File: src/rtl/ppi3_pkg.sv
// Package: shared widths, the bus select encoding and the reset command word.
// Assumes 8-bit ports and an 8-bit command format.
package ppi3_pkg;
    localparam int PORT_W = 8;
    localparam int IDX_W  = $clog2(PORT_W);
    localparam int HALF_W = PORT_W / 2;

    typedef enum logic [1:0] {
        SEL_A   = 2'd0,
        SEL_B   = 2'd1,
        SEL_C   = 2'd2,
        SEL_CMD = 2'd3
    } sel_e;

    // Every direction bit is input and both groups are in mode 0.
    localparam logic [PORT_W-1:0] CTRL_RST = 8'h9B;
endpackage

File: src/rtl/ppi3_ctrl.sv
// Command decoder and command-word register.
// Decodes bus writes into per-port write strobes, a latch clear and a bit set/reset strobe.
// Assumes a synchronous bus: a write is taken at the clock edge where cs_n and wr_n are low.
module ppi3_ctrl
    import ppi3_pkg::*;
(
    input  logic              clk,
    input  logic              rst_n,
    input  logic              cs_n,
    input  logic              wr_n,
    input  logic [1:0]        addr,
    input  logic [PORT_W-1:0] wdata,
    output logic [PORT_W-1:0] ctrl_word,
    output logic              we_a,
    output logic              we_b,
    output logic              we_c,
    output logic              clr_all,
    output logic              bsr_we,
    output logic [IDX_W-1:0]  bsr_idx,
    output logic              bsr_val
);
    logic              wr_hit;
    sel_e              sel;
    logic [PORT_W-1:0] ctrl_q;

    // Decode the bus write into separate strobes.
    always_comb begin
        wr_hit  = !cs_n && !wr_n;
        sel     = sel_e'(addr);
        we_a    = wr_hit && (sel == SEL_A);
        we_b    = wr_hit && (sel == SEL_B);
        we_c    = wr_hit && (sel == SEL_C);
        clr_all = wr_hit && (sel == SEL_CMD) && wdata[PORT_W-1];
        bsr_we  = wr_hit && (sel == SEL_CMD) && !wdata[PORT_W-1];
        bsr_idx = wdata[IDX_W:1];
        bsr_val = wdata[0];
    end

    // Hold the last group-definition byte.
    always_ff @(posedge clk) begin
        if (!rst_n)
            ctrl_q <= CTRL_RST;
        else if (clr_all)
            ctrl_q <= wdata;
    end

    assign ctrl_word = ctrl_q;


    bsr_keeps_ctrl_chk: assert property (@(posedge clk) disable iff (!rst_n)
        bsr_we |=> $stable(ctrl_q));
endmodule

File: src/rtl/ppi3_port.sv
// One parallel port: output latch, per-bit direction and read mux.
// Supports a full write, a clear-all and a single-bit write.
// Assumes a full write and a single-bit write never arrive in the same cycle.
module ppi3_port #(
    parameter int W = 8
) (
    input  logic                 clk,
    input  logic                 rst_n,
    input  logic                 we,
    input  logic [W-1:0]         wdata,
    input  logic                 clr,
    input  logic                 bit_we,
    input  logic [$clog2(W)-1:0] bit_idx,
    input  logic                 bit_val,
    input  logic [W-1:0]         in_mask,
    input  logic [W-1:0]         pin_in,
    output logic [W-1:0]         latch_q,
    output logic [W-1:0]         oe,
    output logic [W-1:0]         rd_val
);
    // Update the output latch.
    always_ff @(posedge clk) begin
        if (!rst_n)
            latch_q <= '0;
        else if (clr)
            latch_q <= '0;
        else if (we)
            latch_q <= wdata;
        else if (bit_we)
            latch_q[bit_idx] <= bit_val;
    end

    // Per-bit read selection and output enable.
    for (genvar i = 0; i < W; i++) begin : g_bit
        assign rd_val[i] = in_mask[i] ? pin_in[i] : latch_q[i];
        assign oe[i]     = !in_mask[i];
    end


    clr_zero_chk: assert property (@(posedge clk) disable iff (!rst_n)
        clr |=> (latch_q == '0));

    bit_write_chk: assert property (@(posedge clk) disable iff (!rst_n)
        (bit_we && !clr && !we) |=> (latch_q[$past(bit_idx)] == $past(bit_val)));

    latch_hold_chk: assert property (@(posedge clk) disable iff (!rst_n)
        (!we && !clr && !bit_we) |=> $stable(latch_q));
endmodule

File: src/rtl/ppi3_top.sv
// Three-port parallel interface, top level.
// Connects the command decoder to the three port slices.
// Port C takes its direction from two nibble bits and is the only port that takes bit set/reset.
module ppi3_top
    import ppi3_pkg::*;
(
    input  logic              clk,
    input  logic              rst_n,
    input  logic              cs_n,
    input  logic              rd_n,
    input  logic              wr_n,
    input  logic [1:0]        addr,
    input  logic [PORT_W-1:0] wdata,
    output logic [PORT_W-1:0] rdata,
    input  logic [PORT_W-1:0] pa_in,
    output logic [PORT_W-1:0] pa_out,
    output logic [PORT_W-1:0] pa_oe,
    input  logic [PORT_W-1:0] pb_in,
    output logic [PORT_W-1:0] pb_out,
    output logic [PORT_W-1:0] pb_oe,
    input  logic [PORT_W-1:0] pc_in,
    output logic [PORT_W-1:0] pc_out,
    output logic [PORT_W-1:0] pc_oe,
    output logic [1:0]        grp_a_mode,
    output logic              grp_b_mode
);
    logic [PORT_W-1:0] ctrl_word;
    logic              we_a, we_b, we_c, clr_all, bsr_we, bsr_val;
    logic [IDX_W-1:0]  bsr_idx;
    logic [PORT_W-1:0] rd_a, rd_b, rd_c, mask_a, mask_b, mask_c;

    ppi3_ctrl u_ctrl (
        .clk(clk), .rst_n(rst_n), .cs_n(cs_n), .wr_n(wr_n), .addr(addr),
        .wdata(wdata), .ctrl_word(ctrl_word), .we_a(we_a), .we_b(we_b),
        .we_c(we_c), .clr_all(clr_all), .bsr_we(bsr_we), .bsr_idx(bsr_idx),
        .bsr_val(bsr_val)
    );

    // Expand the command-word direction bits into per-bit input masks.
    always_comb begin
        mask_a = {PORT_W{ctrl_word[4]}};
        mask_b = {PORT_W{ctrl_word[1]}};
        mask_c = {{HALF_W{ctrl_word[3]}}, {HALF_W{ctrl_word[0]}}};
    end

    assign grp_a_mode = ctrl_word[6:5];
    assign grp_b_mode = ctrl_word[2];

    ppi3_port #(.W(PORT_W)) u_port_a (
        .clk(clk), .rst_n(rst_n), .we(we_a), .wdata(wdata), .clr(clr_all),
        .bit_we(1'b0), .bit_idx('0), .bit_val(1'b0), .in_mask(mask_a),
        .pin_in(pa_in), .latch_q(pa_out), .oe(pa_oe), .rd_val(rd_a)
    );

    ppi3_port #(.W(PORT_W)) u_port_b (
        .clk(clk), .rst_n(rst_n), .we(we_b), .wdata(wdata), .clr(clr_all),
        .bit_we(1'b0), .bit_idx('0), .bit_val(1'b0), .in_mask(mask_b),
        .pin_in(pb_in), .latch_q(pb_out), .oe(pb_oe), .rd_val(rd_b)
    );

    ppi3_port #(.W(PORT_W)) u_port_c (
        .clk(clk), .rst_n(rst_n), .we(we_c), .wdata(wdata), .clr(clr_all),
        .bit_we(bsr_we), .bit_idx(bsr_idx), .bit_val(bsr_val), .in_mask(mask_c),
        .pin_in(pc_in), .latch_q(pc_out), .oe(pc_oe), .rd_val(rd_c)
    );

    // Select the read data from the addressed location.
    always_comb begin
        rdata = '0;
        if (!cs_n && !rd_n) begin
            case (sel_e'(addr))
                SEL_A:   rdata = rd_a;
                SEL_B:   rdata = rd_b;
                SEL_C:   rdata = rd_c;
                default: rdata = ctrl_word;
            endcase
        end
    end


    idle_rdata_chk: assert property (@(posedge clk) disable iff (!rst_n)
        (cs_n || rd_n) |-> (rdata == '0));

    oe_group_chk: assert property (@(posedge clk) disable iff (!rst_n)
        (($countones(pa_oe) == 0) || ($countones(pa_oe) == PORT_W)) &&
        (($countones(pb_oe) == 0) || ($countones(pb_oe) == PORT_W)));
endmodule

File: config.mk
export PLATFORM = sky130hd
export DESIGN_NAME = ppi3_top
export DESIGN_NICKNAME = d
export VERILOG_FILES = /design/src/rtl/ppi3_pkg.sv /design/src/rtl/ppi3_ctrl.sv /design/src/rtl/ppi3_port.sv /design/src/rtl/ppi3_top.sv
export SDC_FILE = /design/constraint.sdc
export NUM_CORES = 1
export LEC_CHECK = 0
export ABC_CLOCK_PERIOD_IN_PS = 3400
export CORE_MARGIN = 1.5
export CORE_UTILIZATION = 30
export CTS_BUF_LIST = sky130_fd_sc_hd__clkbuf_8
export DETAILED_ROUTE_END_ITERATION = 10
export GPL_ROUTABILITY_DRIVEN = 0
export GPL_TIMING_DRIVEN = 0
export HOLD_SLACK_MARGIN = 0.03
export PLACE_DENSITY = 0.69
export SLEW_MARGIN = 15
export SYNTH_ARGS = -nofsm -noshare
export SYNTH_HDL_FRONTEND = slang
export SYNTH_SLANG_ARGS = --single-unit
export TNS_END_PERCENT = 10
File: constraint.sdc
create_clock -name clk -period 3.4 [get_ports clk]
set_input_delay 0.51 -clock clk [delete_from_list [all_inputs] [get_ports clk]]
set_output_delay 0.51 -clock clk [all_outputs]
set_load 0.005 [all_outputs]
==> impl_metrics.yaml <==
cts:
  cts-root-buf: "clkbuf_8"
  clock_path_buffers: 2
  ctsHtreeMaxLevel: 2
  numCtsBuffers: 5
  ctsHoldBuffers: 0
  cts_setup_buffers: 0
  clock-sinks: 32
  clock_latency_ns: 0.29
  cts_tree: "built"
  clkTransAtPathRegs_ns: 0.07
  ctsResizeCount: 0
sta:
  slew_headroom_pct: 47.7
  timing.hold.ws_ns: 0.453
  tns_ns: 0
  fmax_mhz: 344
  rsz0062_at_grt: "no"
  post-route-min-period_ns: 2.91
  fin_skew_ns: 0
  worst_pin_slew_ns: 0.778
  slew_viol_final: 0
  fin_crit_sh_pct: 85.5
  hold_viol: 0
  setup_violations: 0
  fin_ws_ns: 0.494
floorplanning:
  core_area_um2: 6790
  die-area_um2: 7560
  start_util_pct: 31.1
  die_x_um: 86.9
  die_y_um: 86.9
  fp-row-count: 30
  io_pins: 98
outcome:
  status: "finished clean"
finish:
  layout-drive-gt1-share_pct: 17.4
  nNetsFinal: 395
  layout_common_cells: "clkdlybuf4s50_1 (93), nand2_1 (36), mux2i_1 (33)"
  diodes: 0
  final_common_cell: "clkdlybuf4s50_1"
  syn_to_final_growth_pct: 54.0
yosys:
  synth_edf_count: 0
  synth_area_um2: 2110
  synth.avg_cell_area_um2: 8.25
  syn_nets: 295
  async_reset_ff_share_pct: 0
  synth_top_area_share_pct: 30.3
  synth_top_area_cell: "dfxtp_1"
  yosys-top-cells-area: "dfxtp_1 (30%), mux2i_1 (16%), buf_4 (8.2%)"
  yosys_register_bits: 32
  ys_types: 37
  synth_ff_type: "dfxtp_1"
  syn_inst: 256
  synth_warnings: 0
  synth.yosys.seq_area_share_pct: 30.3
worst_setup_path:
  worst_setup_path_end_kind: "output pin"
  crit_fanout: 8
  start_kind: "input port"
  cp.required_ns: 2.89
  crit_type: "input port to output pin"
  cp.arrival_ns: 2.40
drt:
  via_count: 2166
  dr_wl_met3_um: 582
  dr.max_layer_used: "met4"
  wl_per_cell_um: 14.8
  postRouteAntennaNets: 0
  drtIter0Drc: 78
  drt_pass1_iterations: 4
  drc: 0
  met1Wirelength_mm: 2.92
  viasPerCell: 4.78
  routed_wl_mm: 6.70
  wl_met2_mm: 3.10
global_routing:
  grt_max_degree: 12
  grt_pass1_wl_mm: 10.3
  grt_pass1_vias: 2019
  antenna_found_initial: 0
  overflow: 0
  grtUsageTotal_pct: 17.9
placement:
  dpl.hpwl_mm: 5.09
  portBuffers: 93
  pre_cts_ws_ns: 0.496
power_and_ir_drop:
  pwr_density_cell_nw_per_um2: 276
  power.total_mw: 0.898
  ir_worst_vdd_mv: 0.136
  leakage_nw: 1.30
min_path:
  hp-class: "register to register"
flow_run:
  drv_cap: 0
flip-flops by register name, summed over array words and instances (netlist names):
name and count:
u_port_c.latch_q 8, u_port_a.latch_q 8, u_port_b.latch_q 8, u_ctrl.ctrl_word 8
worst max-delay path, stage by stage:
cell	delay, ns
clkdlybuf4s50_1	0.56
or2_2	0.37
buf_1	0.23
a21oi_1	0.21
clkdlybuf4s50_1	0.53
cell families (layout without fill, tap and decap cells):
family / after synthesis / after routing / share of synthesized area (%)
simple gates: 87 / 87 / 22.7
mux: 33 / 33 / 15.6
buf+inv: 48 / 149 / 13.9
compound gates: 56 / 56 / 17.5
flops: 32 / 32 / 30.3
cells in the mapped netlist (3+ instances only):
cell       n
nor3_1     5
buf_4     23
buf_2      9
nor2_2     8
o211ai_1   6
o21ai_0    9
a21oi_1   20
a21boi_0   3
or2_2      3
nor2_1    13
nand2_1   36
nand2b_1   6
dfxtp_1   32
a211oi_2   4
buf_1      3
o22ai_1    5
mux2i_1   33
clkbuf_1   5
a211o_1    3
inv_1      6
where the power goes:
group / internal, mW / switching (mW)
clock network: 0.159 / 0.149
registers: 0.383 / 0.00601
logic: 0.110 / 0.0910
total: 0.652 / 0.246
final timing paths:
check	startpoint	endpoint	slack (ns)	depth (start not counted)
min reg2reg	u_ctrl.ctrl_word[7]	u_ctrl.ctrl_word[7]	0.45	1
max	cs_n	rdata[4]	0.49	5
max reg2reg	u_ctrl.ctrl_word[4]	u_ctrl.ctrl_word[4]	1.95	3
min	u_ctrl.ctrl_word[7]	u_ctrl.ctrl_word[7]	0.45	1
layer usage:
layer / vias up / track usage, %
met1: 988 / 23.3
met4: 0 / 6.16
met3: 9 / 4.55
met5: - / 0
li1: 1063 / -
met2: 106 / 28.8
final cells by class:
class	count	area, um2
Tap cell	96	120
Sequential cell	32	641
Clock inverter	2	7.51
Multi-Input combinational cell	176	1180
Clock buffer	6	82.6
Inverter	6	22.5
Fill cell	673	3540
Timing Repair Buffer	93	931
Buffer	42	270
stage by stage:
stage               cell area, um2  utilization (%)  cells
floorplan                     2110                -    256
global placement              3160             46.6    445
detailed placement            3160             46.6    445
CTS                           3250             47.9    453
global route                  3250             47.9    453
finish                        3250             47.9    453
No activity file was read; power rests on OpenSTA's default activity.
